===== src/rtl/lpm_pkg.sv =====
package lpm_pkg;
    typedef enum logic [2:0] {
        ST_RUN,
        ST_SUSPEND,
        ST_SLEEP,
        ST_WAKE1,
        ST_WAKE2
    } lpm_state_t;
endpackage


===== src/rtl/lpm_fall_det.sv =====
module lpm_fall_det (
    input  logic clk,
    input  logic rst_n,
    input  logic pin_n,
    output logic fall
);
    logic prev_q;

    always_ff @(posedge clk or negedge rst_n) begin
        if (!rst_n) prev_q <= 1'b1;
        else        prev_q <= pin_n;
    end

    assign fall = prev_q & ~pin_n;
endmodule


===== src/rtl/lpm_guard_timer.sv =====
module lpm_guard_timer #(
    parameter int TICKS = 2
) (
    input  logic clk,
    input  logic rst_n,
    input  logic load,
    input  logic tick,
    output logic busy
);
    localparam int CW = $clog2(TICKS + 1);

    logic [CW-1:0] cnt_q;

    always_ff @(posedge clk or negedge rst_n) begin
        if (!rst_n)                     cnt_q <= '0;
        else if (load)                  cnt_q <= CW'(TICKS);
        else if (tick && cnt_q != '0)   cnt_q <= cnt_q - CW'(1);
    end

    assign busy = (cnt_q != '0);
endmodule


===== src/rtl/lpm_wake_ctrl.sv =====
module lpm_wake_ctrl
    import lpm_pkg::*;
#(
    parameter int NSRC        = 5,
    parameter int GUARD_TICKS = 2
) (
    input  logic            clk,
    input  logic            rst_n,
    input  logic            cfg_wr,
    input  logic [7:0]      cfg_wdata,
    output logic [7:0]      cfg_rdata,
    input  logic            clk_src_ok,
    input  logic [NSRC-1:0] wake_en,
    input  logic [NSRC-1:0] src_evt,
    input  logic            rst_pin_n,
    input  logic            lf_tick,
    output logic            sys_clk_en,
    output logic            osc_dis,
    output logic            vreg_off,
    output logic            io_hold,
    output logic            wake_req_n
);
    localparam int FLAG_W    = NSRC + 1;
    localparam int SUSP_BIT  = 6;
    localparam int SLEEP_BIT = 7;

    lpm_state_t        state_q, state_d;
    logic [FLAG_W-1:0] flags_q, flags_d;
    logic              from_susp_q, from_susp_d;
    logic              pin_fall, guard_busy, guard_load;
    logic [NSRC-1:0]   hits;
    logic              flag_mask;
    logic              wdata_unused;

    assign hits         = src_evt & wake_en;
    assign wdata_unused = ^cfg_wdata[SUSP_BIT-1:0];

    lpm_fall_det u_fall (
        .clk   (clk),
        .rst_n (rst_n),
        .pin_n (rst_pin_n),
        .fall  (pin_fall)
    );

    lpm_guard_timer #(.TICKS(GUARD_TICKS)) u_guard (
        .clk   (clk),
        .rst_n (rst_n),
        .load  (guard_load),
        .tick  (lf_tick),
        .busy  (guard_busy)
    );

    // state register
    always_ff @(posedge clk or negedge rst_n) begin
        if (!rst_n) begin
            state_q     <= ST_RUN;
            flags_q     <= '0;
            from_susp_q <= 1'b0;
        end else begin
            state_q     <= state_d;
            flags_q     <= flags_d;
            from_susp_q <= from_susp_d;
        end
    end

    // transitions
    always_comb begin
        state_d     = state_q;
        flags_d     = flags_q;
        from_susp_d = from_susp_q;
        guard_load  = 1'b0;
        unique case (state_q)
            ST_RUN: begin
                if (cfg_wr) begin
                    flags_d = '0;
                    if (clk_src_ok) begin
                        if (cfg_wdata[SLEEP_BIT])
                            state_d = ST_SLEEP;
                        else if (cfg_wdata[SUSP_BIT] && !guard_busy)
                            state_d = ST_SUSPEND;
                    end
                end
            end
            ST_SUSPEND: begin
                if ((|hits) || pin_fall) begin
                    flags_d     = flags_q | {pin_fall, hits};
                    from_susp_d = 1'b1;
                    guard_load  = pin_fall;
                    state_d     = ST_WAKE1;
                end
            end
            ST_SLEEP: begin
                if (|hits) begin
                    flags_d     = flags_q | {1'b0, hits};
                    from_susp_d = 1'b0;
                    state_d     = ST_WAKE1;
                end
            end
            ST_WAKE1: state_d = ST_WAKE2;
            ST_WAKE2: state_d = ST_RUN;
            default:  state_d = ST_RUN;
        endcase
    end

    // outputs
    always_comb begin
        sys_clk_en = 1'b1;
        osc_dis    = 1'b0;
        vreg_off   = 1'b0;
        io_hold    = 1'b0;
        wake_req_n = 1'b1;
        flag_mask  = 1'b0;
        cfg_rdata  = '0;
        unique case (state_q)
            ST_RUN: ;
            ST_SUSPEND: begin
                sys_clk_en          = 1'b0;
                osc_dis             = 1'b1;
                cfg_rdata[SUSP_BIT] = 1'b1;
            end
            ST_SLEEP: begin
                sys_clk_en           = 1'b0;
                osc_dis              = 1'b1;
                vreg_off             = 1'b1;
                io_hold              = 1'b1;
                cfg_rdata[SLEEP_BIT] = 1'b1;
            end
            ST_WAKE1, ST_WAKE2: begin
                flag_mask  = from_susp_q;
                wake_req_n = from_susp_q;
            end
            default: ;
        endcase
        cfg_rdata[FLAG_W-1:0] = flag_mask ? '0 : flags_q;
    end
endmodule


===== config.mk =====
export PLATFORM = sky130hd
export DESIGN_NAME = lpm_wake_ctrl
export DESIGN_NICKNAME = d
export VERILOG_FILES = /design/src/rtl/lpm_pkg.sv /design/src/rtl/lpm_fall_det.sv /design/src/rtl/lpm_guard_timer.sv /design/src/rtl/lpm_wake_ctrl.sv
export SDC_FILE = /design/constraint.sdc
export NUM_CORES = 1
export LEC_CHECK = 0
export BUFFER_PORTS_ARGS = -buffer_cell sky130_fd_sc_hd__buf_2
export CORE_MARGIN = 1.5
export CORE_UTILIZATION = 31
export DETAILED_ROUTE_END_ITERATION = 10
export PLACE_DENSITY_LB_ADDON = 0.2
export SYNTH_ARGS = -nofsm -noshare
export SYNTH_HDL_FRONTEND = slang
export SYNTH_SLANG_ARGS = --single-unit

===== constraint.sdc =====
create_clock -name clk -period 2.17 [get_ports clk]
set_input_delay 0.1085 -clock clk [delete_from_list [all_inputs] [get_ports clk]]
set_output_delay 0.1085 -clock clk [all_outputs]
set_load 0.05 [all_outputs]

After elaboration in Yosys (flattened, before gate mapping):

Index checks and enable logic that the tools add are counted.
Widths: inputs -> output; s select.

* bits in writable memories: 0
* logic and storage cells: 60
* memories kept: 0
* input bits: 24
* output and inout port bits: 13
* register bits after elaboration: 13
* latch bits: 0
* bits in read-only memories: 0

* reduce and logical (&&, ||, !) cells: 15
* $lt $le $gt $ge: 0
* div/mod/pow operators: 0
* add/subtract/negate cells: 1
* shift-type cells: 0
* eq/ne operators: 9
* mux-type cells: 25
* $mul: 0
* bitwise logic cells: 5

Operator list (count)
* $mux 6: 4
* $mux 3: 6
* $pmux 6 s3: 1
* $pmux 3 s4: 1
* $mux 1: 10
* $ne 2x2->1 const B: 4
* $eq 3x2->1 const B: 2
* $or 6x5->6: 1
* $or 6x6->6: 1
* $reduce_bool 2->1: 3
* $and 5x5->5: 1
* $reduce_and 5->1: 1
* $reduce_or 5->1: 1
* $mux 2: 2
* $reduce_and 4->1: 1
* $reduce_or 2->1: 2
* $eq 3x1->1 const B: 1
* $eq 3x3->1 const B: 1
* $logic_not 3->1: 1
* $ne 3x3->1 const B: 1
* $reduce_and 3->1: 1
* $reduce_bool 3->1: 1
* $logic_and 1x1->1: 2
* $pmux 1 s2: 1
* other kinds (5): 5

Depth between registers and ports, before layout:

Gate-level depths: netlist (run 1).

* depth in word-level cells: 8
* gate-level depth with buffers: 6
* depth with buffers taken out: 6

Cells and area by module:

Synthesis (run 1) repeated with hierarchy kept, for this count alone.

* cell total of the unflattened synthesis: 77
* area total of the unflattened synthesis: 744.5 sq um

By module, submodules not included
* lpm_wake_ctrl: instances 1, cells an instance 62, area an instance 575.6 sq um, sequential area each 250.2 sq um
* lpm_guard_timer: instances 1, cells an instance 13, area an instance 128.9 sq um, sequential area each 50.0 sq um
* lpm_fall_det: instances 1, cells an instance 2, area an instance 40.0 sq um, sequential area each 26.3 sq um

Least setup slack after synthesis (run 1):

OpenSTA, ideal clock, no wires.

* path kind: register -> output
* start point: register state_q[0]
* end point: output cfg_rdata[7]
* data required time: 2.061 ns
* slack: -0.184 ns
* path buffers: 2
* stages on the path, launching flop included: 4
* arrival: 2.245 ns
* cells stage by stage: dfrtp_1 -> buf_4 -> nor3b_1 -> buf_4

* cells in the longest elaborated chain, start to end: 2

Ends and longest elaborated chain
* from (decl): RTL line lpm_wake_ctrl.sv:27 `lpm_state_t state_q, state_d;`
* from (signal assigned): RTL line lpm_wake_ctrl.sv:60 `state_q <= state_d;`
* $eq 3x2->1
* $mux 1
* to (decl): RTL line lpm_wake_ctrl.sv:11 `output logic [7:0] cfg_rdata,`

Every way passes these cells.

Worst setup path after layout (run 1):

* start point: register state_q[0]
* end point: output cfg_rdata[5]

* cells in the longest elaborated chain, start to end: 4
* elaborated cells between the ends (all ways): 5
* those cells by class: 2 x eq/ne; 2 x mux; 1 x reduce/logical

Ends and longest elaborated chain
* $eq 3x2->1 or $eq 3x3->1 (tied branches): RTL line lpm_wake_ctrl.sv:114 `unique case (state_q)`
* $reduce_or 2->1 (*): RTL line lpm_wake_ctrl.sv:114
* $mux 1 (*): RTL line lpm_wake_ctrl.sv:114
* $mux 6 (*): RTL line lpm_wake_ctrl.sv:134 `cfg_rdata[FLAG_W-1:0] = flag_mask ? '0 : flags_q;`

Mark *: on every way between the ends. The rest lies on a longest branch, timed or not.

==> out/results.ini, run 1 <==
[run_status]
run_status = finished clean

[worst_setup_path]
crit_type = reg2out
crit_chain = nand2_1 > nor2_1 > o21ai_1 > and2_1 > buf_2
crit_start = state_q[0]$_DFFE_PN0P_
critical_path.endpoint_type = output port
timing.critical_path.arrival_ns = 1.75
worst-endpoint-required_ns = 2.06
worst_setup_path_start_kind = register
critical-path-max-stage-delay_ns = 0.53
critical_path_peak_fanout = 11
rrSetupSlack_ns = 0.81
rr_startpoint = state_q[0]$_DFFE_PN0P_
critical_path.slowest_cell = dfrtp_1

[clocking]
postCtsSetupBuffers = 0
cts_made_buffers = 3
post_cts.resized_instances = 0
clock_tree_from_tritoncts = built
htree_num_levels = 1
max_clock_buf_depth = 2
worst_skew_pair.late_latency_ns = 0.27
clkSinkCount = 13
clock_tree.root_cell = clkbuf_4
worst_setup_hold_path_clk_slew_ns = 0.08
cts_hold_buffers = 2

[die]
die_height_um = 51.3
top_level_ports = 37
fp.dieArea_sq_mm = 0.00263
fp-row-count = 17
core_region_area_sq_mm = 0.00221
die_w_um = 51.3
initial_core_util_pct = 32.7

[placement]
place.gp.congestion = 0.777
dpl.hpwl_um = 1200
dp_slack_ns = 0.555
port_buffer_cells = 30
postPlaceCellArea_sq_um = 886

[global_routing]
initial_antenna_violation_count = 0
grt_util_all_layers_pct = 14.2
grt_pass1_wl_um = 2760
first_global_vias = 645
grt_max_degree = 14
grt_overflow = 0

[hold_path]
min-delay-start = wake_en[4]
min_path_type = in2reg

[synth]
synth.mux.area_fraction_pct = 0
synth_enable_flop_cells = 0
synth_compound_gate_area_share_pct = 19.9
synth_cells = 76
synthTopCellsByArea = dfrtp_1, and2_1, a31oi_1
yosys.area_share.xor_xnor_pct = 1.21
ys_seq_area_share_pct = 45.2
synthAdderAreaFrac_pct = 1.73
synth.net_count = 101
synthesis.yosys.warnings = 0
ys_async_sr_fraction_pct = 100
netlist_area_sq_um = 723
yosys.area_share.simple_pct = 25.6
synth_flop_cell = dfrtp_1
postSynthRegisterBits = 13
main_combinational_cell_family_by_area_after_synthesis = simple AND/OR/NAND/NOR gates
yosys.cell_count.top_type = dfrtp_1
post_synth_num_cell_types = 32
synth_top_area_share_pct = 41.5
synth_top_cells_by_count = dfrtp_1, nor2_1, and2_1, nand2_1, a31oi_1
synth.avg_cell_area_sq_um = 9.52
yosysTopAreaCell = dfrtp_1

[final_layout]
nets = 134
n_fill_cell = 240
postLayoutCellArea_sq_um = 932
ff_latch_area_sq_um = 327
syn_to_final_growth_pct = 28.9
multiInputGateArea_sq_um = 355
ratio_of_cells_with_drive_above_1_in_the_final_layout_pct = 38.0
count_of_inserted_antenna_diode_cells = 0

[drt]
routedWlPerCell_um = 11.4
drt_drc_violations_left = 0
routed_wl_um = 1560
detailroute.via_count = 653
antenna_left = 0
route.detailed.vias_per_inst = 4.80
detail_route.iter0.violations = 14
drt_pass1_iterations = 5

[sta]
setup_tns_ns = 0
achievable-frequency_ghz = 0.537
timing.final.max_slew_violations = 0
final_critical_path_setup_slack_ns = 0.307
final_period_minus_worst_setup_slack_ns = 1.86
setup_repair_after_global_routing_missed_its_margin = no
tightest_slew_ns = 0.461
skew_ns = 0.00562
slew_headroom_pct = 69.3
fin_worst_hold_slack_ns = 0.108
finalSetupViolations = 0
finalHoldViolations = 0
min_period_over_period_pct = 85.8

[job]
max_cap_violations = 0

worst max-delay path: cells and delay by family, from the launching register on:
| family | cells | cell delay, ns |
|---|---|---|
| AO/OA/AOI/OAI | 1 | 0.32 |
| buffers and inverters | 1 | 0.26 |
| flip-flops | 1 | 0.53 |
| AND/OR/NAND/NOR | 3 | 0.37 |
cell usage in the layout, fill, tap and decap left out, drive strengths merged:
| cell | Yosys | layout |
|---|---|---|
| ha | 1 | 1 |
| a222oi | 1 | 1 |
| buf | 4 | 30 |
| dfstp | 1 | 1 |
| nor4b | 1 | 1 |
| nand2 | 6 | 6 |
| dfrtp | 12 | 12 |
| a21oi | 3 | 3 |
| and2 | 6 | 6 |
| o21a | 1 | 1 |
| a311o | 1 | 1 |
| nor2 | 8 | 8 |
| o2bb2ai | 1 | 1 |
| nor2b | 1 | 1 |
| o31a | 1 | 1 |
| a31oi | 5 | 5 |
| o21bai | 1 | 1 |
| a22oi | 1 | 1 |
| inv | 5 | 5 |
| nand4 | 1 | 1 |
| clkbuf | 0 | 4 |
| dlygate4sd3 | 0 | 2 |
| nand3 | 2 | 2 |
| o211ai | 1 | 1 |
| nor3b | 2 | 2 |
| xnor2 | 1 | 1 |
| nor3 | 1 | 1 |
| o21ai | 5 | 5 |
| nand2b | 3 | 3 |
state kept, by name, indices dropped and copies added, names as in the netlist:
signal / flops
u_fall.prev_q: 1
u_guard.cnt_q: 2
flags_q: 6
state_q: 3
from_susp_q: 1
through the flow:
stage,std cells,util [%]
after global placement,130,40.0
after CTS,136,42.1
after global routing,136,42.1
final,136,42.1
after floorplan,76,-
after detailed placement,130,40.0
path summary, 6_finish.rpt:
path                                                 to  cells after the start
min in group asynchronous        flags_q[3]$_DFFE_PN0P_                      2
worst max-delay path                       cfg_rdata[5]                      5
max in group asynchronous       u_fall.prev_q$_DFF_PN1_                      2
worst min-delay path             flags_q[4]$_DFFE_PN0P_                      3
worst max register to register   flags_q[0]$_DFFE_PN0P_                      3
worst min register to register   flags_q[0]$_DFFE_PN0P_                      2
cell type report:
class | instances | area share, %
multi-input combinational | 54 | 38.1
sequential | 13 | 35.0
timing repair buffer | 32 | 18.3
tap | 28 | 3.76
clock buffer | 4 | 2.82
inverter | 5 | 2.01
per-layer routing:
layer,vias up,GRT usage [%],wire length [um]
met5,-,0,0
met4,0,6.58,16
met3,2,2.63,70
met2,20,22.9,729
met1,299,18.3,739
li1,332,-,-
cell families after synthesis:
family          Yosys count
buf+inv                   9
compound gates           21
xor+xnor                  1
fa+ha+maj                 1
flops                    13
simple gates             31
Power of run 1 is left out: the tool's default activity adds up to more than one toggle a clock period on the data nets, which glitch-free logic cannot reach.
==> run 2, diff against run 1 <==
--- a/config.mk
+++ b/config.mk
@@ -6,7 +6,7 @@
 export NUM_CORES = 1
 export LEC_CHECK = 0
 export BUFFER_PORTS_ARGS = -buffer_cell sky130_fd_sc_hd__buf_2
-export CORE_MARGIN = 1.5
+export CORE_MARGIN = 3
 export CORE_UTILIZATION = 31
 export DETAILED_ROUTE_END_ITERATION = 10
 export PLACE_DENSITY_LB_ADDON = 0.2
==> run 2 against run 1 <==
Against the previous run: die area grew 12%; critical endpoint is now cfg_rdata[4]; hold slack lost 0.0079 ns; critical path type unchanged; global-route usage shrank 1.1 points; register-to-register slack is essentially flat; first-iteration DRC count shrank 71%; core utilization grew 2.6 points.
==> out/results.ini, run 2 (synthesis results as in run 1) <==
[global_routing]
grt_max_degree = 14
first_global_vias = 641
grt_overflow = 0
grt_pass1_wl_um = 2750
grt_util_all_layers_pct = 13.1
initial_antenna_violation_count = 0

[drt]
detail_route.iter0.violations = 4
drt_pass1_iterations = 4
routed_wl_um = 1590
met2_length_um = 791
antenna_left = 0
top_layer_used = met4
drt_drc_violations_left = 0
route.detailed.vias_per_inst = 4.87
detail_route.wirelength.met1_um = 711
routedWlPerCell_um = 11.8
detailroute.via_count = 658
met3WireLength_um = 74

[sta]
final_period_minus_worst_setup_slack_ns = 1.88
min_period_over_period_pct = 86.8
finalHoldViolations = 0
skew_ns = 0.00121
timing.final.max_slew_violations = 0
setup_tns_ns = 0
tightest_slew_ns = 0.441
setup_repair_after_global_routing_missed_its_margin = no
slew_headroom_pct = 70.6
achievable-frequency_ghz = 0.531
finalSetupViolations = 0

[placement]
port_buffer_cells = 30
place.gp.congestion = 0.761
dpl.hpwl_um = 1270

[die]
die_w_um = 54.3
initial_core_util_pct = 34.7
top_level_ports = 37
fp-row-count = 16
die_height_um = 54.3
fp.dieArea_sq_mm = 0.00295
core_region_area_sq_mm = 0.00208

[final_layout]
ratio_of_cells_with_drive_above_1_in_the_final_layout_pct = 38.0
leading_cell_type_in_the_layout_fill_and_taps_excluded = buf_2
layout.cells.most_common_list = buf_2, dfrtp_1, nor2_1
nets = 134
layout_top_registers = flags_q: 6 flops, state_q: 3 flops, u_guard.cnt_q: 2 flops
final_core_util_pct = 44.7
largest-register = flags_q
count_of_inserted_antenna_diode_cells = 0
largest_register_ffs = 6
syn_to_final_growth_pct = 28.7

[clocking]
clock_tree.root_cell = clkbuf_4
cts_made_buffers = 3
worst_skew_pair.late_latency_ns = 0.27
clkSinkCount = 13
post_cts.resized_instances = 0
max_clock_buf_depth = 2
htree_num_levels = 1
worst_setup_hold_path_clk_slew_ns = 0.08
clock_tree_from_tritoncts = built

[worst_setup_path]
worst_setup_path_start_kind = register
timing.critical_path.arrival_ns = 1.77
regToRegEndpoint = flags_q[2]$_DFFE_PN0P_
crit_type = reg2out
rr_startpoint = state_q[0]$_DFFE_PN0P_
crit_start = state_q[0]$_DFFE_PN0P_
critical_path.endpoint_type = output port
critical_path_peak_fanout = 11
rrSetupSlack_ns = 0.81
worst-endpoint-required_ns = 2.06
worst_r2r_path_depth = 3

[run_status]
run_status = finished clean

[job]
max_cap_violations = 0

[hold_path]
min_path_type = in2reg
hold_depth = 3
min_to = flags_q[3]$_DFFE_PN0P_
min-delay-start = wake_en[3]

## run 2: cell counts in the layout (fill, tap and decap cells not counted)
Identical to the previous run, type by type.
## run 2: final cells by class
type                            count  area (sq um)
Clock buffer                        4          26.3
Timing Repair Buffer               32           170
Multi-Input combinational cell     54           355
Sequential cell                    13           327
Tap cell                           27          33.8
Inverter                            5          18.8
Fill cell                         246          1150
## run 2: how the worst max path moves through the flow
stage,depth (start not counted),to,slack [ns]
final,5,cfg_rdata[4],0.29
after global routing,5,cfg_rdata[4],0.11
after CTS,5,cfg_rdata[3],0.23
after detailed placement,5,cfg_rdata[1],0.56
after global placement,5,cfg_rdata[4],0.58
after floorplan,4,sys_clk_en,0.02
## run 2: critical path, cell delays in order (launching register included)
cell and delay, ns:
dfrtp_1 0.54, nand2_1 0.12, nor2_1 0.07, o21ai_1 0.33, and2_1 0.18, buf_2 0.26
## run 2: stage by stage
step | setup slack, ns | hold WS [ns] | cells | area, sq um
after floorplan | 0.0170 | -0.187 | 76 | 728
after global routing | 0.110 | 0.0853 | 135 | 931
after detailed placement | 0.561 | 0.0166 | 129 | 885
final | 0.287 | 0.100 | 135 | 931
after global placement | 0.579 | 0.0127 | 129 | 885
after CTS | 0.230 | 0.0883 | 135 | 931
## run 2: layer usage
metal	up-vias	track usage [%]
li1	333	-
met1	305	16.1
met2	18	21.1
met3	2	3.27
met4	0	6.22
met5	-	0
## run 2: what timing repair did
item,in CTS,in global routing
endpoints found under the hold margin,14,0
hold buffers,2,0
buffers inserted,0,0
Power of run 2 is left out for the same reason.
==> run 3, diff against run 2 <==
--- a/config.mk
+++ b/config.mk
@@ -9,7 +9,7 @@
 export CORE_MARGIN = 3
 export CORE_UTILIZATION = 31
 export DETAILED_ROUTE_END_ITERATION = 10
-export PLACE_DENSITY_LB_ADDON = 0.2
+export PLACE_DENSITY = 0.6
 export SYNTH_ARGS = -nofsm -noshare
 export SYNTH_HDL_FRONTEND = slang
 export SYNTH_SLANG_ARGS = --single-unit
==> run 3 against run 2 <==
Against the previous run: global-route usage rose by 0.57 points; core utilization rose by 0.060 points; wire length rose by 8.5%; die area did not move; clock-buffer cell count fell by 1; critical path depth did not move; non-clock buffer count did not move; register-to-register slack got worse by 0.02 ns; hold slack got worse by 0.013 ns; final cell count did not move; fmax fell by 0.92%; critical endpoint unchanged.
==> out/results.ini, run 3 (synthesis results as in run 1) <==
[final_layout]
layout.cells.most_common_list = buf_2, dfrtp_1, nor2_1
n_fill_cell = 219
largest-register = flags_q
syn_to_final_growth_pct = 28.9
leading_cell_type_in_the_layout_fill_and_taps_excluded = buf_2
post_layout_nonfiller_instances = 135
nets = 134
layout_top_registers = flags_q: 6 flops, state_q: 3 flops, u_guard.cnt_q: 2 flops
ratio_of_cells_with_drive_above_1_in_the_final_layout_pct = 38.9
count_of_inserted_antenna_diode_cells = 0
largest_register_ffs = 6

[sta]
achievable-frequency_ghz = 0.526
slew_headroom_pct = 70.5
finalSetupViolations = 0
min_period_over_period_pct = 87.6
finalHoldViolations = 0
setup_repair_after_global_routing_missed_its_margin = no
skew_ns = 0.00869
setup_tns_ns = 0
tightest_slew_ns = 0.443
timing.final.max_slew_violations = 0
final_period_minus_worst_setup_slack_ns = 1.90

[clocking]
worst_setup_hold_path_clk_slew_ns = 0.09
cts_made_buffers = 3
worst_skew_pair.late_latency_ns = 0.28
clock_tree.root_cell = clkbuf_4
post_cts.resized_instances = 0
max_clock_buf_depth = 2
clkSinkCount = 13
htree_num_levels = 1
clock_tree_from_tritoncts = built

[worst_setup_path]
worst_setup_path_start_kind = register
crit_type = reg2out
timing.critical_path.arrival_ns = 1.79
critPathTopFamily = flip-flops
worst-endpoint-required_ns = 2.06
critical_path.endpoint_type = output port
regToRegEndpoint = flags_q[4]$_DFFE_PN0P_
rr_startpoint = state_q[0]$_DFFE_PN0P_
critical_path.slowest_cell = dfrtp_1
crit_chain = nand2_1 > nor2_1 > o21ai_1 > and2_1 > buf_2
rrSetupSlack_ns = 0.79
critical-path-max-stage-delay_ns = 0.55
number_of_gates_on_the_worst_path_with_buffers_counted = 5
worst_r2r_path_depth = 3
critical_path_peak_fanout = 11
cp.buffers_inverters = 1

[global_routing]
grt_util_all_layers_pct = 13.6
grt_overflow = 0
grt_pass1_wl_um = 2850
grt_max_degree = 14
first_global_vias = 653
initial_antenna_violation_count = 0

[die]
core_region_area_sq_mm = 0.00208
top_level_ports = 37
fp.dieArea_sq_mm = 0.00295
die_w_um = 54.3
die_height_um = 54.3
fp-row-count = 16
initial_core_util_pct = 34.7

[placement]
place.gp.congestion = 0.747
dpl.hpwl_um = 1320
dpl.cell_count = 129
port_buffer_cells = 30

[drt]
routedWlPerCell_um = 12.8
antenna_left = 0
routed_wl_um = 1730
detail_route.iter0.violations = 13
detailroute.via_count = 681
drt_pass1_iterations = 4
drt_drc_violations_left = 0
route.detailed.vias_per_inst = 5.04

[hold_path]
min_path_type = in2reg
min-delay-start = wake_en[3]
hold_depth = 3
min_to = flags_q[3]$_DFFE_PN0P_

[run_status]
run_status = finished clean

[job]
max_cap_violations = 0

## run 3: worst max-delay path by stage
stage	startpoint	slack [ns]	end
after floorplan	state_q[0]$_DFFE_PN0P_	0.02	sys_clk_en
after global placement	state_q[0]$_DFFE_PN0P_	0.59	cfg_rdata[4]
after detailed placement	state_q[0]$_DFFE_PN0P_	0.58	cfg_rdata[4]
after CTS	state_q[0]$_DFFE_PN0P_	0.25	cfg_rdata[4]
after global routing	state_q[0]$_DFFE_PN0P_	0.11	cfg_rdata[0]
final	state_q[0]$_DFFE_PN0P_	0.27	cfg_rdata[4]
## run 3: worst register-to-register path: stages, from the launching register on
cell and delay (ns):
dfrtp_1 0.55, o31a_2 0.46, a31oi_1 0.19, nor2_1 0.06
## run 3: metal layers
layer / global-route usage, % / vias to the layer above / share of wire [%]
met2: 21.7 / 30 / 45
met1: 17.8 / 316 / 47
li1: - / 333 / -
met5: 0 / - / 0
met4: 6.22 / 0 / 0.98
met3: 2.45 / 2 / 7.1
## run 3: cell type report
type / count / area (sq um) / area share (%)
Clock inverter: 1 / 5.00 / 0.537
Tap cell: 27 / 33.8 / 3.62
Inverter: 5 / 18.8 / 2.01
Timing Repair Buffer: 32 / 170 / 18.3
Multi-Input combinational cell: 54 / 355 / 38.1
Sequential cell: 13 / 327 / 35.0
Clock buffer: 3 / 22.5 / 2.42
## run 3: per-stage QoR
stage,util (%),setup slack [ns],instance area [sq um],hold slack [ns]
final,44.8,0.270,932,0.0869
after global routing,44.8,0.106,932,0.0940
after floorplan,-,0.0170,728,-0.187
after global placement,42.5,0.593,885,0.0162
after detailed placement,42.5,0.576,885,0.0204
after CTS,44.8,0.248,932,0.0860
## run 3: timing repair
item | 4_1_cts | 5_1_grt
hold buffers | 2 | 0
endpoints found under the hold margin | 14 | 0
setup buffers | 0 | 0
Power of run 3 is left out for the same reason.
